**src/rtl/paged_pkg.sv**
```systemverilog
package paged_pkg;
  typedef enum logic [2:0] {
    ST_IDLE      = 3'd0,
    ST_PAGE_CMD  = 3'd1,
    ST_PAGE_WAIT = 3'd2,
    ST_ACC_CMD   = 3'd3,
    ST_ACC_WAIT  = 3'd4,
    ST_RESP      = 3'd5
  } seq_state_e;
endpackage

```
**src/rtl/paged_req_check.sv**
```systemverilog
// Splits a flat request into page value and in-page offset, and checks the PHY address range.
module paged_req_check #(
  parameter int PHY_IN_W = 8,
  parameter int ADDR_W   = 5,
  parameter int DATA_W   = 16,
  parameter logic [DATA_W-1:0] PAGE_MASK = 16'hFF00
) (
  input  logic [PHY_IN_W-1:0] phy_in,
  input  logic [DATA_W-1:0]   addr_in,
  output logic                phy_ok,
  output logic [ADDR_W-1:0]   phy_out,
  output logic [DATA_W-1:0]   page_val,
  output logic [ADDR_W-1:0]   offset
);
  generate
    if (PHY_IN_W > ADDR_W) begin : g_wide
      assign phy_ok = ~|phy_in[PHY_IN_W-1:ADDR_W];
    end else begin : g_narrow
      assign phy_ok = 1'b1;
    end
  endgenerate

  assign phy_out  = phy_in[ADDR_W-1:0];
  assign page_val = addr_in & PAGE_MASK;
  assign offset   = addr_in[ADDR_W-1:0];
endmodule

```
**src/rtl/paged_frame_seq.sv**
```systemverilog
// Two-frame sequencer: page-select write, then the real access.
module paged_frame_seq
  import paged_pkg::*;
#(
  parameter int ADDR_W = 5,
  parameter int DATA_W = 16,
  parameter int DIV_W  = 7,
  parameter logic [DIV_W-1:0]  MDC_DIV  = 7'h3E,
  parameter logic [ADDR_W-1:0] PAGE_REG = 5'h1F
) (
  input  logic              clk,
  input  logic              rst_n,
  input  logic              req_valid,
  output logic              req_ready,
  input  logic              chk_phy_ok,
  input  logic [ADDR_W-1:0] chk_phy,
  input  logic [DATA_W-1:0] chk_page,
  input  logic [ADDR_W-1:0] chk_off,
  input  logic              req_write,
  input  logic [DATA_W-1:0] req_wdata,
  output logic              rsp_done,
  output logic              rsp_err,
  output logic [DATA_W-1:0] rsp_rdata,
  output logic              cmd_valid,
  input  logic              cmd_ready,
  output logic              cmd_write,
  output logic [ADDR_W-1:0] cmd_phy,
  output logic [ADDR_W-1:0] cmd_reg,
  output logic [DATA_W-1:0] cmd_data,
  output logic [DIV_W-1:0]  cmd_div,
  input  logic              res_valid,
  input  logic              res_err,
  input  logic [DATA_W-1:0] res_rdata
);
  seq_state_e        state;
  logic [ADDR_W-1:0] r_phy;
  logic [ADDR_W-1:0] r_off;
  logic [DATA_W-1:0] r_page;
  logic              r_write;
  logic [DATA_W-1:0] r_wdata;
  logic              r_err;
  logic [DATA_W-1:0] r_rdata;

  always_ff @(posedge clk) begin
    if (!rst_n) begin
      state   <= ST_IDLE;
      r_phy   <= '0;
      r_off   <= '0;
      r_page  <= '0;
      r_write <= 1'b0;
      r_wdata <= '0;
      r_err   <= 1'b0;
      r_rdata <= '0;
    end else begin
      case (state)
        ST_IDLE: begin
          if (req_valid) begin
            r_phy   <= chk_phy;
            r_off   <= chk_off;
            r_page  <= chk_page;
            r_write <= req_write;
            r_wdata <= req_wdata;
            if (!chk_phy_ok) begin
              r_err   <= 1'b1;
              r_rdata <= '0;
              state   <= ST_RESP;
            end else begin
              state <= ST_PAGE_CMD;
            end
          end
        end
        ST_PAGE_CMD: if (cmd_ready) state <= ST_PAGE_WAIT;
        ST_PAGE_WAIT: begin
          if (res_valid) begin
            if (res_err) begin
              r_err   <= 1'b1;
              r_rdata <= '0;
              state   <= ST_RESP;
            end else begin
              state <= ST_ACC_CMD;
            end
          end
        end
        ST_ACC_CMD: if (cmd_ready) state <= ST_ACC_WAIT;
        ST_ACC_WAIT: begin
          if (res_valid) begin
            r_err   <= res_err;
            r_rdata <= (!r_write && !res_err) ? res_rdata : '0;
            state   <= ST_RESP;
          end
        end
        ST_RESP: state <= ST_IDLE;
        default: state <= ST_IDLE;
      endcase
    end
  end

  always_comb begin
    req_ready = (state == ST_IDLE);
    rsp_done  = (state == ST_RESP);
    rsp_err   = r_err;
    rsp_rdata = r_rdata;
    cmd_valid = (state == ST_PAGE_CMD) || (state == ST_ACC_CMD);
    cmd_phy   = r_phy;
    cmd_div   = MDC_DIV;
    if (state == ST_PAGE_CMD) begin
      cmd_write = 1'b1;
      cmd_reg   = PAGE_REG;
      cmd_data  = r_page;
    end else begin
      cmd_write = r_write;
      cmd_reg   = r_off;
      cmd_data  = r_write ? r_wdata : '0;
    end
  end


  cmd_hold_chk: assert property (@(posedge clk) disable iff (!rst_n)
    (cmd_valid && !cmd_ready) |=> (cmd_valid && $stable(cmd_reg) && $stable(cmd_data)
                                   && $stable(cmd_write) && $stable(cmd_phy)));

  done_pulse_chk: assert property (@(posedge clk) disable iff (!rst_n)
    rsp_done |=> !rsp_done);

  page_fail_chk: assert property (@(posedge clk) disable iff (!rst_n)
    (state == ST_PAGE_WAIT && res_valid && res_err) |=> (rsp_done && rsp_err && !cmd_valid));

  busy_ready_chk: assert property (@(posedge clk) disable iff (!rst_n)
    (rsp_done || cmd_valid) |-> !req_ready);

  wr_rdata_chk: assert property (@(posedge clk) disable iff (!rst_n)
    (rsp_done && (rsp_err || r_write)) |-> (rsp_rdata == '0));
endmodule

```
**src/rtl/paged_phy_access.sv**
```systemverilog
module paged_phy_access #(
  parameter int PHY_IN_W = 8,
  parameter int ADDR_W   = 5,
  parameter int DATA_W   = 16,
  parameter int DIV_W    = 7,
  parameter logic [DIV_W-1:0]  MDC_DIV   = 7'h3E,
  parameter logic [ADDR_W-1:0] PAGE_REG  = 5'h1F,
  parameter logic [DATA_W-1:0] PAGE_MASK = 16'hFF00
) (
  input  logic                clk,
  input  logic                rst_n,
  input  logic                req_valid,
  output logic                req_ready,
  input  logic [PHY_IN_W-1:0] req_phy,
  input  logic [DATA_W-1:0]   req_addr,
  input  logic                req_write,
  input  logic [DATA_W-1:0]   req_wdata,
  output logic                rsp_done,
  output logic                rsp_err,
  output logic [DATA_W-1:0]   rsp_rdata,
  output logic                cmd_valid,
  input  logic                cmd_ready,
  output logic                cmd_write,
  output logic [ADDR_W-1:0]   cmd_phy,
  output logic [ADDR_W-1:0]   cmd_reg,
  output logic [DATA_W-1:0]   cmd_data,
  output logic [DIV_W-1:0]    cmd_div,
  input  logic                res_valid,
  input  logic                res_err,
  input  logic [DATA_W-1:0]   res_rdata
);
  logic              phy_ok;
  logic [ADDR_W-1:0] phy_lo;
  logic [DATA_W-1:0] page_val;
  logic [ADDR_W-1:0] offset;

  paged_req_check #(
    .PHY_IN_W(PHY_IN_W), .ADDR_W(ADDR_W), .DATA_W(DATA_W), .PAGE_MASK(PAGE_MASK)
  ) i_check (
    .phy_in(req_phy), .addr_in(req_addr), .phy_ok(phy_ok),
    .phy_out(phy_lo), .page_val(page_val), .offset(offset)
  );

  paged_frame_seq #(
    .ADDR_W(ADDR_W), .DATA_W(DATA_W), .DIV_W(DIV_W),
    .MDC_DIV(MDC_DIV), .PAGE_REG(PAGE_REG)
  ) i_seq (
    .clk(clk), .rst_n(rst_n),
    .req_valid(req_valid), .req_ready(req_ready),
    .chk_phy_ok(phy_ok), .chk_phy(phy_lo), .chk_page(page_val), .chk_off(offset),
    .req_write(req_write), .req_wdata(req_wdata),
    .rsp_done(rsp_done), .rsp_err(rsp_err), .rsp_rdata(rsp_rdata),
    .cmd_valid(cmd_valid), .cmd_ready(cmd_ready), .cmd_write(cmd_write),
    .cmd_phy(cmd_phy), .cmd_reg(cmd_reg), .cmd_data(cmd_data), .cmd_div(cmd_div),
    .res_valid(res_valid), .res_err(res_err), .res_rdata(res_rdata)
  );


  page_first_chk: assert property (@(posedge clk) disable iff (!rst_n)
    (req_valid && req_ready && phy_ok) |=>
      (cmd_valid && cmd_write && cmd_reg == PAGE_REG && cmd_div == MDC_DIV));

  bad_phy_chk: assert property (@(posedge clk) disable iff (!rst_n)
    (req_valid && req_ready && !phy_ok) |=> (rsp_done && rsp_err && !cmd_valid));
endmodule

```
**config.mk**
```make
export PLATFORM = sky130hd
export DESIGN_NAME = paged_phy_access
export DESIGN_NICKNAME = d
export VERILOG_FILES = /design/src/rtl/paged_pkg.sv /design/src/rtl/paged_req_check.sv /design/src/rtl/paged_frame_seq.sv /design/src/rtl/paged_phy_access.sv
export SDC_FILE = /design/constraint.sdc
export NUM_CORES = 1
export LEC_CHECK = 0
export BUFFER_PORTS_ARGS = -buffer_cell sky130_fd_sc_hd__buf_4
export CAP_MARGIN = 20
export CORE_ASPECT_RATIO = 1.4
export CORE_MARGIN = 2
export CORE_UTILIZATION = 40
export DETAILED_ROUTE_END_ITERATION = 6
export GPL_TIMING_DRIVEN = 0
export HOLD_SLACK_MARGIN = 0.05
export PLACE_DENSITY = 0.68
export SLEW_MARGIN = 20
export SYNTH_ARGS = -nofsm -noshare
export SYNTH_HDL_FRONTEND = slang
export SYNTH_HIERARCHICAL = 1
export SYNTH_SLANG_ARGS = --single-unit
```
**constraint.sdc**
```tcl
create_clock -name clk -period 2.5 [get_ports clk]
set_clock_uncertainty 0.05 [all_clocks]
set_input_delay 0.5 -clock clk [delete_from_list [all_inputs] [get_ports clk]]
set_output_delay 0.5 -clock clk [all_outputs]
set_load 0.02 [all_outputs]
```
==> results_dict.tcl <==
set metrics [dict create \
    area_growth_pct 37.7 \
    critical-path-max-stage-delay_ns 0.62 \
    cts_root_buf "clkbuf_8" \
    viasPerCell 4.69 \
    worst_path_max_delay_cell "dfxtp_1" \
    swShare_pct 28.5 \
    postRouteAntennaNets 0 \
    hp-class "in2reg" \
    coreArea_mm2 0.00694 \
    power_report.internal_total_w 0.00218 \
    hold_violations 0 \
    fin_ws_ns 0.164 \
    fin_nets 537 \
    start_kind "register" \
    ys_seq_area_share_pct 44.0 \
    synth_cells 365 \
    fmax_mhz 428 \
    finalSetupViolCount 0 \
    drtPass1Iterations 4 \
    finalCritPeriodShare_pct 93.4 \
    synth_top_area_cell "dfxtp_1" \
    required_ns 1.95 \
    dieArea_mm2 0.00787 \
    power_frac_seq_pct 37.8 \
    design.portCount 117 \
    portBuffers 88 \
    slew_viol_final 0 \
    clkLatencyLatePin_ns 0.33 \
    die-width_um 75.5 \
    yosysUniqueCellTypes 31 \
    synth_top_area_share_pct 44.0 \
    grt_pass1_vias 2539 \
    crit_family "flip-flops" \
    grt_pass1_wl_mm 11.2 \
    layout-drive-gt1-share_pct 33.0 \
    critPathBufInv 2 \
    vias 2692 \
    holdBufCountCts 0 \
    antenna_found_initial 0 \
    synth-seq-cells 63 \
    initialDrtViolationCount 90 \
    worst-setup-path-type "reg2out" \
    synth_area_leaders "dfxtp_1, nand2_1, buf_4" \
    numCtsBuffers 9 \
    gp_congestion 0.836 \
    placed_cells 560 \
    critPathCaptureType "output pin" \
    antennaDiodeCount 0 \
    status "completed" \
    synth_area_mm2 0.00287 \
    clkPwrFrac_pct 37.8 \
    grt-ovfl-total 0 \
    worstPathMaxFanout 10 \
    die_h_um 104 \
    fillerInstances 700 \
    preCtsSetupSlack_ns 0.308 \
    tritoncts "built" \
    power_frac_comb_pct 24.4 \
    grt_usage_pct 18.1 \
    total_power_w 0.00304 \
    wl_per_cell_um 12.3 \
    ir_worst_vdd_v 0.000500 \
    p_switching_w 0.000868 \
    cts_htree_levels 3 \
    drt_wl_total_mm 7.04 \
    p_leak_nw 1.85 \
    start_util_pct 41.3 \
    final_cells 574 \
    powerDensity_mw_per_mm2 772 \
    grt_max_degree 12 \
    synth_warnings 6 \
    min_period_ns 2.34 \
    worstPathArrival_ns 1.79 \
    final_util_pct 56.9 \
    setup-tns-final_ns 0 \
    dp_hpwl_mm 5.13 \
    crit_chain "clkbuf_1 -> nand3_1 -> nand2_1 -> buf_4" \
    drc 0 \
    synth.avg_cell_area_um2 7.85 \
    clock-sinks 63 \
    ctsLongestPathBuffers 2 \
    clkTransAtPathRegs_ns 0.07 \
    rsz0062_at_grt "no" \
    row_count 36 \
    cap_violations 0 \
]
==> area by class of cell <==
type                       count  area [um^2]  share of cell area [%]
sequential                    63         1260                    32.0
buffer                        55          388                    9.83
timing repair buffer          88          661                    16.7
tap                           95          119                    3.01
multi-input combinational    252         1240                    31.4
inverter                       5         18.8                   0.476
clock buffer                  10          128                    3.23
clock inverter                 6          133                    3.36
==> registers in the layout (all words and copies together), names as in the netlist <==
register         cells
i_seq/r_page        16
i_seq/r_wdata       16
i_seq/rsp_rdata     16
i_seq/cmd_phy        5
i_seq/r_off          5
i_seq/state          3
i_seq/r_write        1
i_seq/rsp_err        1
==> routing by layer <==
metal,part of all wire (%),up-vias,global-route usage [%]
li1,-,1368,-
met5,0,-,0
met2,50,91,30.4
met3,6.8,14,3.97
met4,2.3,0,9.27
met1,41,1219,20.6
==> synth_stat cells (all sizes together) <==
library cell,count
o2111a,1
o311ai,1
nand2,122
a2111oi,1
buf,44
and3,1
and2b,1
dfxtp,63
and2,3
o21a,1
a21oi,47
nor3,2
nand3,16
nand2b,7
nor2,4
inv,5
conb,3
nor4b,1
a31oi,3
o21ai,5
a211oi,2
clkbuf,13
nor2b,3
a22o,16
==> through the flow <==
| step | area [um^2] | hold WS (ns) |
|---|---|---|
| finish | 3950 | 0.322 |
| detailed placement | 3690 | 0.393 |
| global route | 3950 | 0.314 |
| global placement | 3690 | 0.387 |
| CTS | 3940 | 0.310 |
| floorplan | 2910 | 0.381 |
==> cells by family after synthesis <==
kind of cell	after synthesis	synth area share [%]
AND/OR/NAND/NOR	160	24.6
AO/OA/AOI/OAI	77	16.6
flip-flops	63	44.0
buffers and inverters	62	14.4
other	3	0.393
==> repair_timing <==
action                     in CTS  in global routing
setup endpoints to repair      10                 16
gates resized for setup         0                  5
pin swaps                       0                  0
setup buffers                   0                  0
==> layout by cell type (no fill, tap or decap), drive strengths merged, types with 2 or more instances in the layout <==
cell type and count:
dfxtp 63, nor3 2, buf 132, bufinv 4, a21oi 47, inv 5
nand3 16, nand2b 7, and2 3, nand2 122, nor2b 3, conb 15
a211oi 2, a31oi 3, clkbuf 21, a22o 16, o21ai 5, nor2 4
==> final timing paths <==
kind / startpoint / endpoint / depth (start not counted) / slack, ns
worst min register to register: i_seq/r_off[1] / i_seq/r_off[1] / 2 / 0.40
worst min-delay path: res_rdata[12] / i_seq/rsp_rdata[12] / 2 / 0.32
worst max register to register: i_seq/state[1] / i_seq/r_wdata[15] / 6 / 0.90
worst max-delay path: i_seq/r_write / cmd_data[12] / 4 / 0.16
==> power groups by stage <==
stage	combinational [W]	sequential, W	clock (W)
floorplan	0.000476	0.00118	0
detailed placement	0.000754	0.00117	0
finish	0.000743	0.00115	0.00115
global placement	0.000749	0.00116	0
global route	0.000818	0.00116	0.00122
CTS	0.000747	0.00115	0.00118
No activity file was read; power rests on OpenSTA's default activity.
